File: src/rtl/tpt_pkg.sv
package tpt_pkg;
  typedef enum logic [0:0] {ST_IDLE, ST_WAIT} poll_st_e;
  localparam int IRQ_W    = 2;
  localparam int IRQ_ERR  = 0;
  localparam int IRQ_TEMP = 1;
endpackage

File: src/rtl/tpt_interval.sv
module tpt_interval #(
  parameter int INT_W = 22
) (
  input  logic             clk,
  input  logic             rst,
  input  logic [INT_W-1:0] cfg_interval,
  input  logic             cfg_lp_exit_en,
  input  logic             ref_tick,
  input  logic             lp_exit,
  output logic             trig
);
  logic [INT_W-1:0] cnt;
  logic [INT_W:0]   cnt_inc;
  logic             per_on;
  logic             trig_per;
  logic             trig_lp;

  assign per_on   = (cfg_interval != '0);
  assign cnt_inc  = {1'b0, cnt} + 1'b1;
  assign trig_per = ref_tick && per_on && (cnt_inc >= {1'b0, cfg_interval});
  assign trig_lp  = lp_exit && cfg_lp_exit_en;
  assign trig     = trig_per || trig_lp;

  always_ff @(posedge clk) begin
    if (rst) begin
      cnt <= '0;
    end else if (trig) begin
      cnt <= '0;
    end else if (ref_tick && per_on) begin
      cnt <= cnt_inc[INT_W-1:0];
    end
  end
endmodule

File: src/rtl/tpt_lane_eval.sv
module tpt_lane_eval #(
  parameter int LANES  = 4,
  parameter int LANE_W = 8,
  parameter int CODE_W = 3,
  parameter int LSEL_W = 2
) (
  input  logic [LANES*LANE_W-1:0] data,
  input  logic [LSEL_W-1:0]       cfg_lanes,
  input  logic [1:0]              cfg_dev_width,
  input  logic [CODE_W-1:0]       cfg_thresh,
  output logic                    alert
);
  logic [LANES-1:0] hot;

  for (genvar l = 0; l < LANES; l++) begin : g_lane
    localparam bit EVEN  = (l % 2) == 0;
    localparam bit FIRST = (l == 0);
    logic [CODE_W-1:0] code;
    logic in_range;
    logic in_dev;
    assign code     = data[l*LANE_W +: CODE_W];
    assign in_range = (LSEL_W'(l) <= cfg_lanes);
    assign in_dev   = (cfg_dev_width == 2'd0) ||
                      ((cfg_dev_width == 2'd1) && EVEN) ||
                      (cfg_dev_width[1] && FIRST);
    assign hot[l]   = in_range && in_dev && (code > cfg_thresh);
  end

  assign alert = |hot;
endmodule

File: src/rtl/tpt_irq_regs.sv
module tpt_irq_regs #(
  parameter int W = 2
) (
  input  logic         clk,
  input  logic         rst,
  input  logic [W-1:0] set_ev,
  input  logic [W-1:0] stat_clr,
  input  logic [W-1:0] en_set,
  input  logic [W-1:0] en_clr,
  output logic [W-1:0] raw,
  output logic [W-1:0] en,
  output logic         irq
);
  logic [W-1:0] raw_n;
  logic [W-1:0] en_n;

  always_comb begin
    raw_n = (raw & ~stat_clr) | set_ev;
    en_n  = (en | en_set) & ~en_clr;
  end

  always_ff @(posedge clk) begin
    if (rst) begin
      raw <= '0;
      en  <= '0;
      irq <= 1'b0;
    end else begin
      raw <= raw_n;
      en  <= en_n;
      irq <= |(raw_n & en_n);
    end
  end
endmodule

File: src/rtl/temp_poll_timer.sv
module temp_poll_timer
  import tpt_pkg::*;
#(
  parameter int INT_W  = 22,
  parameter int LANES  = 4,
  parameter int LANE_W = 8,
  parameter int CODE_W = 3,
  parameter int LSEL_W = 2
) (
  input  logic                    clk,
  input  logic                    rst,
  input  logic [INT_W-1:0]        cfg_interval,
  input  logic                    cfg_cs0_en,
  input  logic                    cfg_cs1_en,
  input  logic                    cfg_lp_exit_en,
  input  logic [LSEL_W-1:0]       cfg_lanes,
  input  logic [1:0]              cfg_dev_width,
  input  logic [CODE_W-1:0]       cfg_thresh,
  input  logic                    ref_tick,
  input  logic                    lp_exit,
  output logic                    poll_req,
  output logic                    poll_cs,
  input  logic                    rsp_valid,
  input  logic [LANES*LANE_W-1:0] rsp_data,
  input  logic                    err_event,
  input  logic [IRQ_W-1:0]        stat_clr,
  input  logic [IRQ_W-1:0]        en_set,
  input  logic [IRQ_W-1:0]        en_clr,
  output logic [IRQ_W-1:0]        irq_raw,
  output logic [IRQ_W-1:0]        irq_en,
  output logic [IRQ_W-1:0]        irq_masked,
  output logic                    irq
);
  poll_st_e         st;
  logic             trig;
  logic             pend;
  logic             alert;
  logic             take;
  logic [IRQ_W-1:0] set_ev;

  tpt_interval #(.INT_W(INT_W)) u_interval (
    .clk            (clk),
    .rst            (rst),
    .cfg_interval   (cfg_interval),
    .cfg_lp_exit_en (cfg_lp_exit_en),
    .ref_tick       (ref_tick),
    .lp_exit        (lp_exit),
    .trig           (trig)
  );

  tpt_lane_eval #(
    .LANES(LANES), .LANE_W(LANE_W), .CODE_W(CODE_W), .LSEL_W(LSEL_W)
  ) u_lanes (
    .data          (rsp_data),
    .cfg_lanes     (cfg_lanes),
    .cfg_dev_width (cfg_dev_width),
    .cfg_thresh    (cfg_thresh),
    .alert         (alert)
  );

  assign take = (st == ST_WAIT) && rsp_valid;

  always_comb begin
    set_ev           = '0;
    set_ev[IRQ_ERR]  = err_event;
    set_ev[IRQ_TEMP] = take && alert;
  end

  tpt_irq_regs #(.W(IRQ_W)) u_irq (
    .clk      (clk),
    .rst      (rst),
    .set_ev   (set_ev),
    .stat_clr (stat_clr),
    .en_set   (en_set),
    .en_clr   (en_clr),
    .raw      (irq_raw),
    .en       (irq_en),
    .irq      (irq)
  );

  assign irq_masked = irq_raw & irq_en;

  always_ff @(posedge clk) begin
    if (rst) begin
      st       <= ST_IDLE;
      poll_req <= 1'b0;
      poll_cs  <= 1'b0;
      pend     <= 1'b0;
    end else begin
      case (st)
        ST_IDLE: begin
          if (trig || pend) begin
            pend <= 1'b0;
            if (cfg_cs0_en) begin
              poll_req <= 1'b1;
              poll_cs  <= 1'b0;
              st       <= ST_WAIT;
            end else if (cfg_cs1_en) begin
              poll_req <= 1'b1;
              poll_cs  <= 1'b1;
              st       <= ST_WAIT;
            end
          end
        end
        default: begin
          if (trig) pend <= 1'b1;
          if (rsp_valid) begin
            if (!poll_cs && cfg_cs1_en) begin
              poll_cs <= 1'b1;
            end else begin
              poll_req <= 1'b0;
              st       <= ST_IDLE;
            end
          end
        end
      endcase
    end
  end
endmodule

File: config.mk
export PLATFORM = sky130hd
export DESIGN_NAME = temp_poll_timer
export DESIGN_NICKNAME = d
export VERILOG_FILES = /design/src/rtl/tpt_pkg.sv /design/src/rtl/tpt_interval.sv /design/src/rtl/tpt_lane_eval.sv /design/src/rtl/tpt_irq_regs.sv /design/src/rtl/temp_poll_timer.sv
export SDC_FILE = /design/constraint.sdc
export NUM_CORES = 1
export LEC_CHECK = 0
export CORE_UTILIZATION = 51
export DETAILED_ROUTE_END_ITERATION = 6
export GPL_TIMING_DRIVEN = 0
export PLACE_DENSITY = 0.87
export SYNTH_ARGS = -nofsm -noshare
export SYNTH_HDL_FRONTEND = slang
export SYNTH_SLANG_ARGS = --single-unit
export TNS_END_PERCENT = 50
File: constraint.sdc
create_clock -name clk -period 7.75 [get_ports clk]
set_input_delay 0.775 -clock clk [delete_from_list [all_inputs] [get_ports clk]]
set_output_delay 0.775 -clock clk [all_outputs]
set_load 0.005 [all_outputs]
# After elaboration in Yosys (flattened, before gate mapping)
# Cells that the tools add are included.
# Widths: inputs -> output; s select.
[word_totals]
wordCells = 80
in_bits = 76
out_inout_bits = 9
reg_bits = 31
[classes]
reduce_logical = 29
n_eq_ne = 5
n_addsub = 1
n_lt_le_gt_ge = 9
mux = 20
n_bitwise = 8
[ops]
columns = ["op", "count"]
rows = [
  ["$add 22x1->23 const B", 1],
  ["$ge 23x22->1", 1],
  ["$reduce_bool 22->1", 1],
  ["$mux 1", 20],
  ["$logic_and 1x1->1", 14],
  ["$gt 3x3->1", 4],
  ["$and 2x2->2", 4],
  ["$reduce_and 4->1", 2],
  ["$le 1x2->1 const A", 2],
  ["$le 2x2->1 const A", 2],
  ["$logic_or 1x1->1", 4],
  ["$ne 2x1->1 const B", 2],
  ["$ne 2x2->1 const B", 2],
  ["$not 2->2", 2],
  ["$or 2x2->2", 2],
  ["$reduce_or 2->1", 2],
  ["$reduce_or 4->1", 1],
  ["$reduce_bool 3->1", 1],
  ["$eq 2x1->1 const B", 1],
  ["$logic_not 2->1", 1],
  ["$reduce_and 2->1", 1],
  ["$reduce_bool 2->1", 1],
  ["$logic_not 1->1", 1],
]

# Depth between registers and ports, before layout
[depth]
ltp_word = 10
depth_mapped = 14
mapped_depth_nobuf = 13

# Modules after synthesis
# Synthesis repeated with hierarchy kept, for this count alone.
[hier_totals]
cells_unflattened = 362
area_unflattened_um2 = 2806.4
[modules_own_cells]
columns = ["module", "cells_each", "area_per_inst_um2", "seq_area_each_um2", "n_inst"]
rows = [
  ["tpt_interval", 284, 2133.3, 440.4, 1],
  ["tpt_lane_eval", 40, 295.3, 0.0, 1],
  ["temp_poll_timer", 20, 197.7, 80.1, 1],
  ["tpt_irq_regs", 18, 180.2, 100.1, 1],
]

# Least setup slack after synthesis
# Ideal clock, no wire load.
[synth_timing]
path_type = "reg-to-reg"
from = "register u_interval.cnt[0]"
to = "register u_interval.cnt[11]"
period_less_slack_ns = 3.225
stages_incl_launch_ff = 15
arrival_ns = 3.094
required_time_ns = 7.619
setup_slack_ns = 4.525
setup_ns = 0.131
path_buffers = 1
cell_sequence = "dfxtp_1 > ha_1 > nand2_1 > nor4_4 > nand3_1 > nor2_1 > xor2_1 > ha_1 > nand3_1 > or4_1 > o21ai_0 > a31oi_1 > a31oi_4 > buf_6 > nor3_1"
[synth_between]
elab_chain_cells = 5
[synth_rtl]
columns = ["item", "line", "text"]
rows = [
  ["start, declared", "tpt_interval.sv:12", "logic [INT_W-1:0] cnt;"],
  ["start signal, assigned", "tpt_interval.sv:30", "cnt <= cnt_inc[INT_W-1:0];"],
  ["$add 22x1->23", "tpt_interval.sv:19", "assign cnt_inc = {1'b0, cnt} + 1'b1;"],
  ["net u_interval.cnt_inc[20]", "tpt_interval.sv:13", "logic [INT_W:0] cnt_inc;"],
  ["$ge 23x22->1", "tpt_interval.sv:20", "assign trig_per = ref_tick && per_on && (cnt_inc >= {1'b0, cfg_interval});"],
  ["$logic_and 1x1->1", "tpt_interval.sv:20", ""],
  ["$logic_or 1x1->1", "tpt_interval.sv:22", "assign trig = trig_per || trig_lp;"],
  ["$reduce_or 2->1 (no line)", "-", ""],
]
# The timed path passes the listed nets, and every way through them passes these cells.
# A chain may end at the register's enable or synchronous reset.

# Worst setup path after layout
[layout_timing]
from = "register u_interval.cnt[0]"
to = "register u_interval.cnt[2]"
# The elaborated chain is that of the path after synthesis.

==> results by group <==
Outcome
  – Status: completed

Critical path
  – CP max-delay cell: or4_1
  – CP Capture Type: register
  – Critical path cell sequence: ha_1 -> nand2_1 -> nor4_4 -> nand4_1 -> nor2_1 -> xor2_1 -> ha_1 -> nand4_1 -> or4_1 -> nor3_1 -> nand2_1 -> a31oi_4 -> buf_6 -> nor3_1
  – Crit path buffers/inverters: 1
  – CP peak stage delay: 0.47 ns
  – CP Max Fanout: 10
  – Crit path DAT: 3.92 ns
  – Crit path kind: register to register
  – Startpoint types: register
  – Top delay family on crit path: simple AND/OR/NAND/NOR gates
  – Critical path data required time: 7.90 ns

Final layout
  – Sequential cell area: 621 µm²
  – Share of post-route cells with drive strength above 1: 7.81%
  – Multi-input gate area: 0.00187 mm²
  – Final Util: 69.0%
  – Synth-to-layout area growth: 31.1%
  – Nets: 507
  – Filler Cell Count: 429
  – Inserted Diodes: 0

Synth
  – FF+latch count, synth: 31
  – Syn_area_per_cell: 8.25 µm²
  – Syn_nets: 437
  – Cells after Synth: 326
  – Distinct cells, synth: 49
  – Ys async rst share: 0%
  – Sequential area share after synthesis: 23.1%
  – Yosys warns: 0
  – Post-synth top flop: dfxtp_1
  – Post-synth EDFFs: 0
  – Synthesized cell area: 0.00269 mm²

GRT
  – Pin count of the biggest net entering global routing: 11
  – First-pass GRT wire length: 10600 µm
  – GRT overflow: 0
  – Vias in the first global route: 2513
  – Initial antenna violation count: 0
  – Global Route Usage Sum: 24.7%

Power and ir drop
  – Leak: 1.49 nW
  – Combinational Power Share: 20.0%
  – Clock power frac: 40.2%
  – Tot Pwr: 0.415 mW
  – Psw: 0.101 mW
  – Pwr per Cell Area: 118 mW/mm²
  – Sw Ratio: 24.3%
  – Max VDD drop: 0.0000685 V
  – Pint: 0.314 mW
  – Register share of total power: 39.8%

Clock network
  – Root Buffer: clkbuf_8
  – Max H-tree Level: 2
  – Post-CTS Hold Buffers: 0
  – CTS-repair resized insts: 0
  – Reg clk slew, reported paths: 0.07 ns
  – CTS Buf Count: 5
  – Clock Latency Late Sink: 0.28 ns
  – CTS tree: built
  – Setup repair bufs after CTS: 0
  – Longest Clk Path Bufs: 2
  – CTS Sinks: 31

Min path
  – Hold WC Path Type: register to register

Die
  – Core area: 0.00511 mm²
  – Die Height: 74.6 µm
  – Top Ports: 85
  – Die X: 74.6 µm
  – FP Rows: 26
  – Initial Utilization: 52.7%
  – Die Area: 0.00557 mm²

Placed design
  – Post-detail-place hpwl: 5090 µm
  – IO Port Bufs: 63
  – Placer Congestion: 0.870

STA
  – Minimum clock period: 3.77 ns
  – Slew Viols, Final: 0
  – Final Skew: 0.00307 ns
  – Fin Setup TNS: 0 ns
  – Slew at the pin closest to its max-slew limit: 0.805 ns
  – RSZ-0062 raised after global routing: false
  – Setup Viol. Count Final: 0
  – Slew Limit Headroom: 46.2%
  – Max frequency: 265 MHz
  – Final-report hold violation count: 0
  – Fin crit share: 48.6%

Route
  – Post-route ant nets: 0
  – DR iter-0 viols: 149
  – Vias/cell: 5.47
  – DRC: 0
  – Routed length per instance: 13.6 µm
  – Routed WL: 6350 µm
  – DR pass1 iterations: 4
  – Vias: 2555

Job
  – Max_cap viols: 0
-- worst paths after layout --
kind / slack [ns] / cells past startpoint / startpoint / end
hold / removal: 0.46 / 2 / poll_req$_SDFFE_PP0P_ / poll_req$_SDFFE_PP0P_
setup / recovery: 3.98 / 14 / u_interval.cnt[0]$_SDFFE_PP0P_ / u_interval.cnt[2]$_SDFFE_PP0P_
setup reg to reg: 3.98 / 14 / u_interval.cnt[0]$_SDFFE_PP0P_ / u_interval.cnt[2]$_SDFFE_PP0P_
hold reg to reg: 0.46 / 2 / poll_req$_SDFFE_PP0P_ / poll_req$_SDFFE_PP0P_
-- layout by cell type (no fill, tap or decap), types with 10 or more instances in the layout --
master / netlist / routed
inv_1: 36 / 36
dfxtp_1: 31 / 31
nand2_1: 15 / 15
xnor2_1: 29 / 29
xor2_1: 12 / 12
a21oi_1: 14 / 14
clkdlybuf4s50_1: 0 / 63
ha_1: 35 / 35
nor2_1: 27 / 27
nor3_1: 28 / 28
nand3_1: 10 / 10
-- power groups by stage --
stage	logic (mW)	registers, mW	clock network (mW)
after floorplan	0.0377	0.168	0
after global placement	0.0792	0.168	0
after detailed placement	0.0828	0.169	0
after CTS	0.0832	0.165	0.170
after global routing	0.0911	0.165	0.177
final	0.0828	0.165	0.167
-- cells in the mapped netlist, drive strengths merged (6+ instances only) --
| cell | count | area (µm²) |
|---|---|---|
| inv | 36 | 135 |
| xor2 | 12 | 105 |
| nand3 | 12 | 70.1 |
| nand4 | 8 | 50.1 |
| xnor2 | 29 | 254 |
| nand2 | 15 | 56.3 |
| dfxtp | 31 | 621 |
| ha | 35 | 438 |
| o21ai | 9 | 45.0 |
| nor3 | 30 | 160 |
| nor4 | 6 | 67.6 |
| a21oi | 14 | 70.1 |
| o21a | 6 | 45.0 |
| nor2 | 27 | 101 |
-- sequential cells by signal, indices dropped and copies added (netlist names) --
| register | cells |
|---|---|
| st | 1 |
| pend | 1 |
| u_interval.cnt | 22 |
| u_irq.en | 2 |
| u_irq.irq | 1 |
| u_irq.raw | 2 |
| poll_cs | 1 |
| poll_req | 1 |
-- routing by layer --
layer | vias up | GRT usage [%] | wire length (µm) | part of all wire (%)
li1 | 1292 | - | - | -
met1 | 1169 | 28.0 | 2590 | 41
met2 | 86 | 45.3 | 3240 | 51
met3 | 8 | 5.62 | 404 | 6.4
met4 | 0 | 8.60 | 116 | 1.8
met5 | - | 0 | 0 | 0
-- cell families (layout without fill, tap and decap cells) --
logic type / after synthesis / after routing / synth area share [%]
adders and majority gates: 35 / 35 / 16.3
xor gates and xnor gates: 41 / 41 / 13.3
DFF: 31 / 31 / 23.1
muxes: 1 / 1 / 0.372
buffers and inverters: 45 / 116 / 7.44
and+or+nand+nor: 118 / 118 / 24.1
AOI/OAI and AO/OA: 55 / 55 / 15.4
-- through the flow --
stage	setup WS (ns)	std cells	area [µm²]	hold WS, ns
final	3.98	467	3530	0.462
after global routing	3.64	467	3530	0.513
after CTS	3.99	467	3530	0.466
after detailed placement	4.04	459	3410	0.452
after global placement	4.10	459	3410	0.453
after floorplan	4.53	326	2690	0.447
-- tightest hold or removal path, cell delays in order (launching register included) --
cell	delay (ns)
dfxtp_1	0.31
inv_1	0.05
a211oi_1	0.05
-- final cells by class --
type	instances	area share, %
buffer	9	1.85
clock inverter	2	0.994
sequential	31	17.6
timing repair buffer	63	17.9
tap	70	2.48
clock buffer	6	2.34
inverter	36	3.83
multi-input combinational	250	53.0
No activity file was read; power rests on OpenSTA's default activity.
